## src/rtl/sdadc_pkg.sv

```systemverilog
package sdadc_pkg;

  // One step of the exponential charge curve of the RC node.
  // The level moves toward the rail selected by drive_hi by a fraction
  // 2^-shift of the remaining distance, with the arithmetic shift
  // rounding toward minus infinity.
  function automatic logic [31:0] rc_step(input logic [31:0] level,
                                          input logic        drive_hi,
                                          input int unsigned width,
                                          input int unsigned shift);
    longint signed rail;
    longint signed gap;
    longint signed nxt;
    rail = drive_hi ? ((longint'(1) << width) - 64'sd1) : 64'sd0;
    gap  = rail - longint'(level);
    nxt  = longint'(level) + (gap >>> shift);
    return 32'(nxt);
  endfunction

  // Mid-scale value of a width-bit unsigned level.
  function automatic logic [31:0] mid_scale(input int unsigned width);
    return 32'(longint'(1) << (width - 1));
  endfunction

endpackage

```

## src/rtl/sdadc_fb_sampler.sv

```systemverilog
module sdadc_fb_sampler (
  input  logic clk,
  input  logic rst,
  input  logic cmp_in,
  output logic bit_q
);
  // Single register: the sampled comparator bit is both the feedback
  // drive and the model's input.
  always_ff @(posedge clk) begin
    if (rst) bit_q <= 1'b0;
    else     bit_q <= cmp_in;
  end
endmodule

```

## src/rtl/sdadc_rc_model.sv

```systemverilog
module sdadc_rc_model #(
  parameter int W     = 16,
  parameter int SHIFT = 4
) (
  input  logic         clk,
  input  logic         rst,
  input  logic         bit_in,
  output logic [W-1:0] level
);
  localparam logic [W-1:0] MID = W'(sdadc_pkg::mid_scale(W));

  logic [W-1:0] level_q;
  logic [W-1:0] level_d;

  always_comb level_d = W'(sdadc_pkg::rc_step(32'(level_q), bit_in, W, SHIFT));

  always_ff @(posedge clk) begin
    if (rst) level_q <= MID;
    else     level_q <= level_d;
  end

  assign level = level_q;
endmodule

```

## src/rtl/sdadc_decimator.sv

```systemverilog
module sdadc_decimator #(
  parameter int N   = 8,
  parameter int DEC = 8
) (
  input  logic         clk,
  input  logic         rst,
  input  logic [N-1:0] top_in,
  output logic [N-1:0] sample,
  output logic         valid,
  output logic         win_end
);
  localparam int           ACC_W = N + DEC;
  localparam logic [DEC-1:0] LAST = '1;

  logic [DEC-1:0]   pos_q;
  logic [ACC_W-1:0] acc_q;
  logic [ACC_W-1:0] sum_w;
  logic [N-1:0]     sample_q;
  logic             valid_q;

  // Window average: drop the DEC fraction bits of the sum.
  function automatic logic [N-1:0] window_mean(input logic [ACC_W-1:0] s);
    return N'(s >> DEC);
  endfunction

  assign sum_w   = acc_q + ACC_W'(top_in);
  assign win_end = (pos_q == LAST);

  always_ff @(posedge clk) begin
    if (rst) begin
      pos_q    <= '0;
      acc_q    <= '0;
      sample_q <= '0;
      valid_q  <= 1'b0;
    end else begin
      pos_q <= pos_q + 1'b1;
      if (win_end) begin
        acc_q    <= '0;
        sample_q <= window_mean(sum_w);
        valid_q  <= 1'b1;
      end else begin
        acc_q    <= sum_w;
        valid_q  <= 1'b0;
      end
    end
  end

  assign sample = sample_q;
  assign valid  = valid_q;
endmodule

```

## src/rtl/sdadc_backend.sv

```systemverilog
module sdadc_backend #(
  parameter int N     = 8,
  parameter int W     = 16,
  parameter int SHIFT = 4,
  parameter int DEC   = 8
) (
  input  logic         clk,
  input  logic         rst,
  input  logic         cmp_in,
  output logic         fb_out,
  output logic [N-1:0] sample,
  output logic         sample_valid
);
  logic         bit_q;
  logic [W-1:0] level_q;
  logic [N-1:0] level_top;
  logic         win_end;

  function automatic logic [N-1:0] top_bits(input logic [W-1:0] lv);
    return lv[W-1 -: N];
  endfunction

  sdadc_fb_sampler u_sampler (
    .clk    (clk),
    .rst    (rst),
    .cmp_in (cmp_in),
    .bit_q  (bit_q)
  );

  sdadc_rc_model #(.W(W), .SHIFT(SHIFT)) u_model (
    .clk    (clk),
    .rst    (rst),
    .bit_in (bit_q),
    .level  (level_q)
  );

  assign level_top = top_bits(level_q);

  sdadc_decimator #(.N(N), .DEC(DEC)) u_decim (
    .clk     (clk),
    .rst     (rst),
    .top_in  (level_top),
    .sample  (sample),
    .valid   (sample_valid),
    .win_end (win_end)
  );

  assign fb_out = bit_q;
endmodule

```

## config.mk

```make
export PLATFORM = sky130hd
export DESIGN_NAME = sdadc_backend
export DESIGN_NICKNAME = d
export VERILOG_FILES = /design/src/rtl/sdadc_pkg.sv /design/src/rtl/sdadc_fb_sampler.sv /design/src/rtl/sdadc_rc_model.sv /design/src/rtl/sdadc_decimator.sv /design/src/rtl/sdadc_backend.sv
export SDC_FILE = /design/constraint.sdc
export NUM_CORES = 1
export LEC_CHECK = 0
export BUFFER_PORTS_ARGS = -buffer_cell sky130_fd_sc_hd__buf_2
export CAP_MARGIN = 10
export CORE_MARGIN = 1.5
export CORE_UTILIZATION = 41
export DETAILED_ROUTE_END_ITERATION = 6
export GPL_TIMING_DRIVEN = 1
export PLACE_DENSITY = 0.63
export SETUP_SLACK_MARGIN = 0.1
export SLEW_MARGIN = 15
export SYNTH_ARGS = -nofsm -noshare
export SYNTH_HDL_FRONTEND = slang
export SYNTH_SLANG_ARGS = --single-unit
export TNS_END_PERCENT = 10
```

## constraint.sdc

```tcl
create_clock -name clk -period 10.4 [get_ports clk]
set_input_delay 1.56 -clock clk [delete_from_list [all_inputs] [get_ports clk]]
set_output_delay 1.56 -clock clk [all_outputs]
set_load 0.02 [all_outputs]
```

Word-level counts from Yosys, hierarchy flattened
Index checks and enable logic that the tools add are counted.
{"block": "op_classes", "reduce_logical": 1, "add_sub_neg": 4, "n_eq_ne": 1, "muxes": 2}
{"op": "subtractor 20 x 17 -> 20 bit", "count": 1}
{"op": "adder 16 bit", "count": 1}
{"op": "adder 16 x 8 -> 16 bit", "count": 1}
{"op": "two-way mux 16 bit", "count": 1}
{"op": "adder 8 x 1 -> 8 bit (second input constant)", "count": 1}
{"op": "equality test 8 bit (second input constant)", "count": 1}
{"op": "OR reduction 2 bit", "count": 1}
{"op": "two-way mux 1 bit", "count": 1}
{"block": "word_totals", "regBits": 50, "elab_cells": 14}

Longest topological paths before layout
Gate-level depths: netlist of run 1.
{"block": "logic_depth", "ltp_word": 3, "ltp_mapped": 19, "ltp_nobuf": 19}

Hierarchy
From an unflattened synthesis of run 1, not the netlist that was laid out.
{"block": "unflattened", "cells_unflattened": 453, "area_unflattened_um2": 3804.9}
{"mod": "sdadc_rc_model", "area_per_inst_um2": 1925.6, "seq_area_each_um2": 320.3, "cells_each": 251, "instances": 1}
{"mod": "sdadc_decimator", "area_per_inst_um2": 1845.5, "seq_area_each_um2": 660.6, "cells_each": 200, "instances": 1}
{"mod": "sdadc_fb_sampler", "area_per_inst_um2": 33.8, "seq_area_each_um2": 20.0, "cells_each": 2, "instances": 1}

Worst setup path after synthesis of run 1
OpenSTA, ideal clock, no wires.
{"block": "synth_timing", "path_kind": "reg-to-reg", "startpoint": "register u_sampler.bit_q", "endpoint": "register u_model.level_q[15] (netlist: u_model.level[15])", "required_time_ns": 10.273, "arrival_time_ns": 3.418, "stages_incl_launch_ff": 17, "path_slack_ns": 6.855, "n_path_buf": 0, "setup_time_ns": 0.127, "path_cell_list": "dfxtp_1 > ha_1 > a21o_1 > a21o_1 > a21oi_2 > o21ai_2 > a21o_1 > and2_4 > nor3_1 > a211oi_1 > ha_1 > and2_1 > a41oi_2 > o21ai_1 > o21a_1 > a211oi_1 > a31oi_1"}
{"block": "synth_between", "elab_chain_len": 3}
{"item": "from (decl)", "line": "sdadc_fb_sampler.sv:5", "text": "output logic bit_q"}
{"item": "from (signal assigned)", "line": "sdadc_fb_sampler.sv:11", "text": "else bit_q <= cmp_in;"}
{"item": "two-way mux 16 bit", "line": "sdadc_pkg.sv:14", "text": "rail = drive_hi ? ((longint'(1) << width) - 64'sd1) : 64'sd0;"}
{"item": "subtractor 20 x 17 -> 20 bit", "line": "sdadc_pkg.sv:15", "text": "gap = rail - longint'(level);"}
{"item": "adder 16 bit", "line": "sdadc_pkg.sv:16", "text": "nxt = longint'(level) + (gap >>> shift);"}
{"item": "to (signal assigned)", "line": "sdadc_rc_model.sv:19", "text": "else level_q <= level_d;"}
{"item": "to (decl)", "line": "sdadc_rc_model.sv:12", "text": "logic [W-1:0] level_q;"}
Every way passes these cells.
A chain may end at the register's enable or synchronous reset.

Final worst setup path of run 1
Ends and elaborated chain as after synthesis.

==> results.toml, run 1 <==
[clocking]
ctsHoldBuffers = 0
clk_pin_slew_worst_paths_ns = 0.09
postCtsResizedCells = 0
htreeDepth = 2
cts_buffers = 5
cts_tree = "yes"
root_buffer = "clkbuf_8"
numClockSinks = 50
worstSkewPairLatency_ns = 0.31
cts_max_path_buffers = 2
post_cts_buffers = 0

[synthesis]
synth_edf_count = 0
synth_top_area_share_pct = 31.1
ys_top_cells_by_area = "dfxtp_1, ha_1, nor2_1, xnor2_1, xor2_1"
async_flop_share_pct = 0
avgSynthCellArea_um2 = 8.76
ys.flop_type = "dfxtp_1"
ys_ff_latch = 50
syn-num-nets = 413
yosysSeqAreaShare_pct = 31.1
synthCells = 368
yosysMostFrequentCell = "dfxtp_1"
ys_warn_count = 0
netlist_area_mm2 = 0.00322
yosys-top-cells-count = "dfxtp_1, nor2_1, ha_1"
ys_types = 45
yosys.area.top_type = "dfxtp_1"

[timing]
maxSlewHeadroom_pct = 44.0
tightest_slew_ns = 0.839
fin_setup_tns_ns = 0
finalMaxSlewViolations = 0
rsz0062_at_grt = "no"
setup_viol = 0
timing.final.hold_violations = 0
post-route-period-util_pct = 37.1
fmax_ghz = 0.259
clock_skew_ns = 0.00715
period_needed_ns = 3.86

[critical_path]
crit_path_top_delay_cell = "dfxtp_1"
timing.rr.end = "u_model.level[15]$_SDFF_PP1_"
worst_path_most_repeated_cell = "a21o_1"
r2r-start = "u_sampler.bit_q$_SDFF_PP0_"
ff2ff_path_depth = 16
crit_type = "flop to flop"
r2r_setup_slack_ns = 6.54
path_cells = "ha_1 -> a21o_1 -> a21o_1 -> a21oi_2 -> o21ai_2 -> a21o_1 -> and2_4 -> nor3_1 -> a211oi_1 -> ha_1 -> and2_1 -> a41oi_2 -> o21ai_1 -> o21a_1 -> a211oi_1 -> a31oi_1"
endpoint_kind = "flop"
required_ns = 10.60
max_stage_delay_ns = 0.77
cp-start-kind = "flop"
crit_fanout = 17
cp.arrival_ns = 4.05

[detailed_routing]
drt_first_pass_iters = 4
antenna_left = 0
drtIter0Drc = 85
vias = 2421
viasPerCell = 5.03
drt-wirelength-per-cell_um = 12.2
drc = 0
postRouteWirelength_um = 5880

[pwr]
irDropWorstVdd_uv = 199
powerDensity_mw_per_mm2 = 344
power.leakage_nw = 1.51

[global_route]
grtUsageMet2_pct = 24.6
antenna_found_initial = 0
grt-busiest-layer = "met2"
grt_use_met1_pct = 20.2
track_usage_pct = 15.2
grt_pass1_vias = 2316
grt_pass1_wl_um = 10400
grtUsageMet3_pct = 3.07
gr-total-overflow = 0
grt_max_degree = 36

[min_path]
worstHoldStart = "u_decim.pos_q[0]$_SDFF_PP0_"
worstHoldEndpoint = "u_decim.pos_q[0]$_SDFF_PP0_"
whs_path_depth = 1
hold_class = "flop to flop"

[final_layout]
finalNetCount = 424
area_growth_pct = 8.19
drive_above_1_share_pct = 11.1
n_fill_cell = 784
final_cell_area_mm2 = 0.00349
diodes = 0
final-instance-count-excl-fill = 481

[floorplanning]
die-area_mm2 = 0.00840
initial_core_util_pct = 41.9
die_w_um = 91.7
fp-row-count = 32
core_area_mm2 = 0.00769
die_h_um = 91.7
io_pins = 13

[place]
gp_congestion = 0.848
dpl.hpwl_um = 4390
dpl.cell_count = 474
io_buffers = 12
postPlaceCellArea_mm2 = 0.00338

[flow_run]
drv_cap = 0

[run_status]
status = "complete, no violations"
-- report_power, final --
part | switching, mW | internal, mW | total (mW)
Clock | 0.0666 | 0.0709 | 0.137
Sequential | 0.0317 | 0.239 | 0.270
Combinational | 0.427 | 0.364 | 0.791
-- worst max path at each step --
| stage | start | endpoint | slack (ns) | cells past startpoint |
|---|---|---|---|---|
| 4_1_cts | u_sampler.bit_q$_SDFF_PP0_ | u_model.level[14]$_SDFF_PP0_ | 6.52 | 17 |
| 2_1_floorplan | u_sampler.bit_q$_SDFF_PP0_ | u_model.level[15]$_SDFF_PP1_ | 6.85 | 16 |
| 3_3_place_gp | u_sampler.bit_q$_SDFF_PP0_ | u_model.level[14]$_SDFF_PP0_ | 6.61 | 17 |
| 6_report | u_sampler.bit_q$_SDFF_PP0_ | u_model.level[15]$_SDFF_PP1_ | 6.54 | 16 |
| 3_5_place_dp | u_sampler.bit_q$_SDFF_PP0_ | u_model.level[14]$_SDFF_PP0_ | 6.54 | 17 |
| 5_1_grt | u_sampler.bit_q$_SDFF_PP0_ | u_model.level[14]$_SDFF_PP0_ | 6.07 | 17 |
-- area by class of cell --
class / count / area (um2) / share of cell area, %
Multi-Input combinational cell: 284 / 2090 / 60.0
Sequential cell: 50 / 1000 / 28.7
Tap cell: 102 / 128 / 3.66
Inverter: 26 / 97.6 / 2.80
Clock buffer: 5 / 68.8 / 1.97
Timing Repair Buffer: 12 / 60.1 / 1.72
Clock inverter: 2 / 38.8 / 1.11
-- kinds of logic after synthesis --
family | synth area share (%)
AO/OA/AOI/OAI | 18.7
XOR/XNOR | 11.3
adder cells (fa/ha/maj) | 16.8
buffers and inverters | 4.00
flip-flops | 31.1
multiplexers | 0.311
AND/OR/NAND/NOR | 17.9
-- placed cells by master, fill, tap and decap left out, drive strengths merged --
| master | n |
|---|---|
| a21oi | 27 |
| a21o | 11 |
| o21bai | 3 |
| o21ba | 1 |
| or2 | 3 |
| a41oi | 3 |
| ha | 40 |
| o22ai | 1 |
| a21boi | 1 |
| and3 | 6 |
| fa | 2 |
| nand3b | 1 |
| nand2 | 12 |
| bufinv | 1 |
| nand2b | 7 |
| inv | 26 |
| nand3 | 11 |
| a31oi | 6 |
| a31o | 2 |
| xnor2 | 21 |
| o21a | 2 |
| nor2b | 15 |
| a211oi | 10 |
| nand4 | 3 |
| dfxtp | 50 |
| mux2i | 1 |
| or3 | 2 |
| xor2 | 17 |
| buf | 12 |
| clkbuf | 5 |
| o21ai | 20 |
| nor3 | 9 |
| and2 | 4 |
| clkinv | 1 |
| nor2 | 43 |
-- worst max-delay path, delay by kind of cell (launching register included) --
family,cells,cell delay (ns)
AOI/OAI and AO/OA,11,1.72
adders and majority gates,2,0.76
DFF,1,0.77
and+or+nand+nor,3,0.48
-- routing by layer --
layer	vias up	wire length, um
li1	1290	-
met1	1108	3070
met2	17	2590
met3	6	118
met4	0	101
met5	-	0
-- sequential cells by signal (all words and copies together), names as in the netlist --
signal and flops:
u_decim.valid 1, u_decim.acc_q 16, u_decim.sample 8, u_decim.pos_q 8, u_sampler.bit_q 1, u_model.level 16
-- stage by stage --
stage	setup WS, ns	total power, mW	hold slack [ns]	util (%)
3_3_place_gp	6.61	1.05	0.430	44.0
3_5_place_dp	6.54	1.06	0.437	44.0
4_1_cts	6.52	1.21	0.455	45.4
5_1_grt	6.07	1.33	0.465	45.4
6_report	6.54	1.20	0.448	45.4
2_1_floorplan	6.85	0.934	0.418	-
Power figures use the tool's default switching activity.
==> run 2, diff against run 1 <==
PLACE_DENSITY = 0.65   (was 0.63)
clock period = 3.5 ns   (was 10.4 ns; I/O delays follow)
==> run 2 against run 1 <==
First-iteration DRC count is 20% higher. Register-to-register slack worse by 6.5 ns. Wire length is 19% higher. Combinational power grew to 4.0 times the previous value. Global-route usage is 0.42 points higher. Hold slack better by 0.0030 ns. Sequential cell count stayed put. Worst setup slack worse by 6.5 ns. Maximum frequency is 12% higher.
==> results.toml, run 2 (synthesis results as in run 1) <==
[run_status]
status = "complete, no violations"

[global_route]
gr-total-overflow = 0
grtUsageMet2_pct = 25.6
grtUsageMet3_pct = 2.74
grt_pass1_wl_um = 10700
antenna_found_initial = 0
track_usage_pct = 15.6
grt_pass1_vias = 2456
grt_max_degree = 35
grt-busiest-layer = "met2"
grt_use_met1_pct = 20.8

[place]
dpl.hpwl_um = 4650
gp_congestion = 0.792
pre_cts_ws_ns = 0.0345
dpl.cell_count = 478
io_buffers = 12

[clocking]
worstSkewPairLatency_ns = 0.30
cts_max_path_buffers = 2
ctsHoldBuffers = 0
clk_pin_slew_worst_paths_ns = 0.10
cts_tree = "yes"
htreeDepth = 2
root_buffer = "clkbuf_8"
cts_buffers = 5
numClockSinks = 50

[detailed_routing]
antenna_left = 0
viasPerCell = 5.20
drt_first_pass_iters = 4
drc = 0
drtIter0Drc = 102
drt-wirelength-per-cell_um = 13.9
vias = 2617
postRouteWirelength_um = 7010

[pwr]
power.leakage_nw = 1.67
irDropWorstVdd_uv = 323
powerDensity_mw_per_mm2 = 1110
total_power_mw = 4.42

[final_layout]
layout_common_cells = "dfxtp_1, nor2_1, ha_1"
mostFrequentLayoutCell = "dfxtp_1"
drive_above_1_share_pct = 28.2
final-instance-count-excl-fill = 503
diodes = 0
area_growth_pct = 23.6
finalNetCount = 445

[timing]
tightest_slew_ns = 0.864
setup_slack_ns = 0.0656
finalMaxSlewViolations = 0
fmax_ghz = 0.291
clock_skew_ns = 0.0116
post-route-period-util_pct = 98.1
rsz0062_at_grt = "yes"
timing.final.hold_violations = 0
maxSlewHeadroom_pct = 42.4
setup_viol = 0
hold_slack_ns = 0.451
period_needed_ns = 3.43

[critical_path]
cp_top_family = "compound AO/OA/AOI/OAI gates"
path_buf_inv = 0
crit_type = "flop to flop"
endpoint_kind = "flop"
max_stage_delay_ns = 0.40
r2r-start = "u_sampler.bit_q$_SDFF_PP0_"
cp.arrival_ns = 3.62
crit_start = "u_sampler.bit_q$_SDFF_PP0_"
ff2ff_path_depth = 16
timing.rr.end = "u_model.level[12]$_SDFF_PP0_"
worst-path-stages = 16
r2r_setup_slack_ns = 0.07
crit_path_top_delay_cell = "dfxtp_4"
cp-start-kind = "flop"
crit_end = "u_model.level[12]$_SDFF_PP0_"
path_cells = "ha_4 -> nand2_4 -> o21ai_4 -> a21oi_2 -> o21bai_1 -> a21oi_1 -> xnor2_1 -> ha_2 -> nor2b_4 -> o21a_1 -> o21ai_2 -> a21oi_2 -> a41oi_2 -> a21boi_1 -> xnor2_1 -> nor2_1"
required_ns = 3.68
crit_fanout = 6

[min_path]
hold_class = "flop to flop"

[floorplanning]
die_h_um = 91.7
fp-row-count = 32
core_area_mm2 = 0.00769
initial_core_util_pct = 41.9
io_pins = 13
die_w_um = 91.7
die-area_mm2 = 0.00840

[flow_run]
drv_cap = 0
[run 2: cell types whose count changed in the layout (fill, tap and decap cells not counted), moves of 6 or more]
cell	before	now
a21oi_1	25	14
a21oi_2	2	11
buf_4	0	18
ha_1	40	30
ha_4	0	6
[run 2: layer usage]
metal  vias to the layer above  wire length [um]
li1                       1340                 -
met1                      1232              3470
met2                        35              3260
met3                        10               195
met4                         0                87
met5                         -                 0
[run 2: how the worst min path moves through the flow]
stage                                    from                             end  slack, ns  cells past startpoint
4_1_cts        u_decim.sample[6]$_SDFFE_PP0P_  u_decim.sample[6]$_SDFFE_PP0P_       0.46                      2
3_5_place_dp      u_decim.pos_q[0]$_SDFF_PP0_     u_decim.pos_q[0]$_SDFF_PP0_       0.44                      1
3_3_place_gp      u_decim.pos_q[0]$_SDFF_PP0_     u_decim.pos_q[0]$_SDFF_PP0_       0.43                      1
6_report       u_decim.sample[6]$_SDFFE_PP0P_  u_decim.sample[6]$_SDFFE_PP0P_       0.45                      2
2_1_floorplan     u_decim.pos_q[0]$_SDFF_PP0_     u_decim.pos_q[0]$_SDFF_PP0_       0.42                      1
5_1_grt                                cmp_in      u_sampler.bit_q$_SDFF_PP0_       0.48                      2
[run 2: final cells by class]
| cell class | instances | area [um2] |
|---|---|---|
| Fill cell | 714 | 3700 |
| Inverter | 26 | 100 |
| Clock inverter | 3 | 43.8 |
| Tap cell | 102 | 128 |
| Timing Repair Buffer | 33 | 229 |
| Clock buffer | 5 | 68.8 |
| Sequential cell | 50 | 1010 |
| Multi-Input combinational cell | 284 | 2400 |
[run 2: through the flow]
stage | instance area [um2] | util [%] | TNS, ns
global placement | 3410 | 44.4 | 0
floorplan | 3220 | - | 0
global route | 3980 | 51.8 | -0.404
detailed placement | 3410 | 44.4 | 0
CTS | 3540 | 46.0 | 0
finish | 3980 | 51.8 | 0
[run 2: what timing repair did]
action / CTS / global route
gates resized for setup: 3 / 67
gates cloned: 0 / 0
buffers inserted: 0 / 17
endpoints found under the setup margin: 6 / 9
pin swaps: 1 / 44
[run 2: where the power goes]
part	switching (mW)	internal, mW
Combinational	1.67	1.53
Sequential	0.0937	0.712
Clock	0.194	0.214
Total	1.96	2.46
[run 2: worst reg2reg max path, cell delays in order (launching register included)]
cell and delay (ns):
dfxtp_4 0.40, ha_4 0.29, nand2_4 0.05, o21ai_4 0.19, a21oi_2 0.09, o21bai_1 0.25
a21oi_1 0.12, xnor2_1 0.26, ha_2 0.35, nor2b_4 0.14, o21a_1 0.21, o21ai_2 0.18
a21oi_2 0.10, a41oi_2 0.30, a21boi_1 0.13, xnor2_1 0.21, nor2_1 0.05
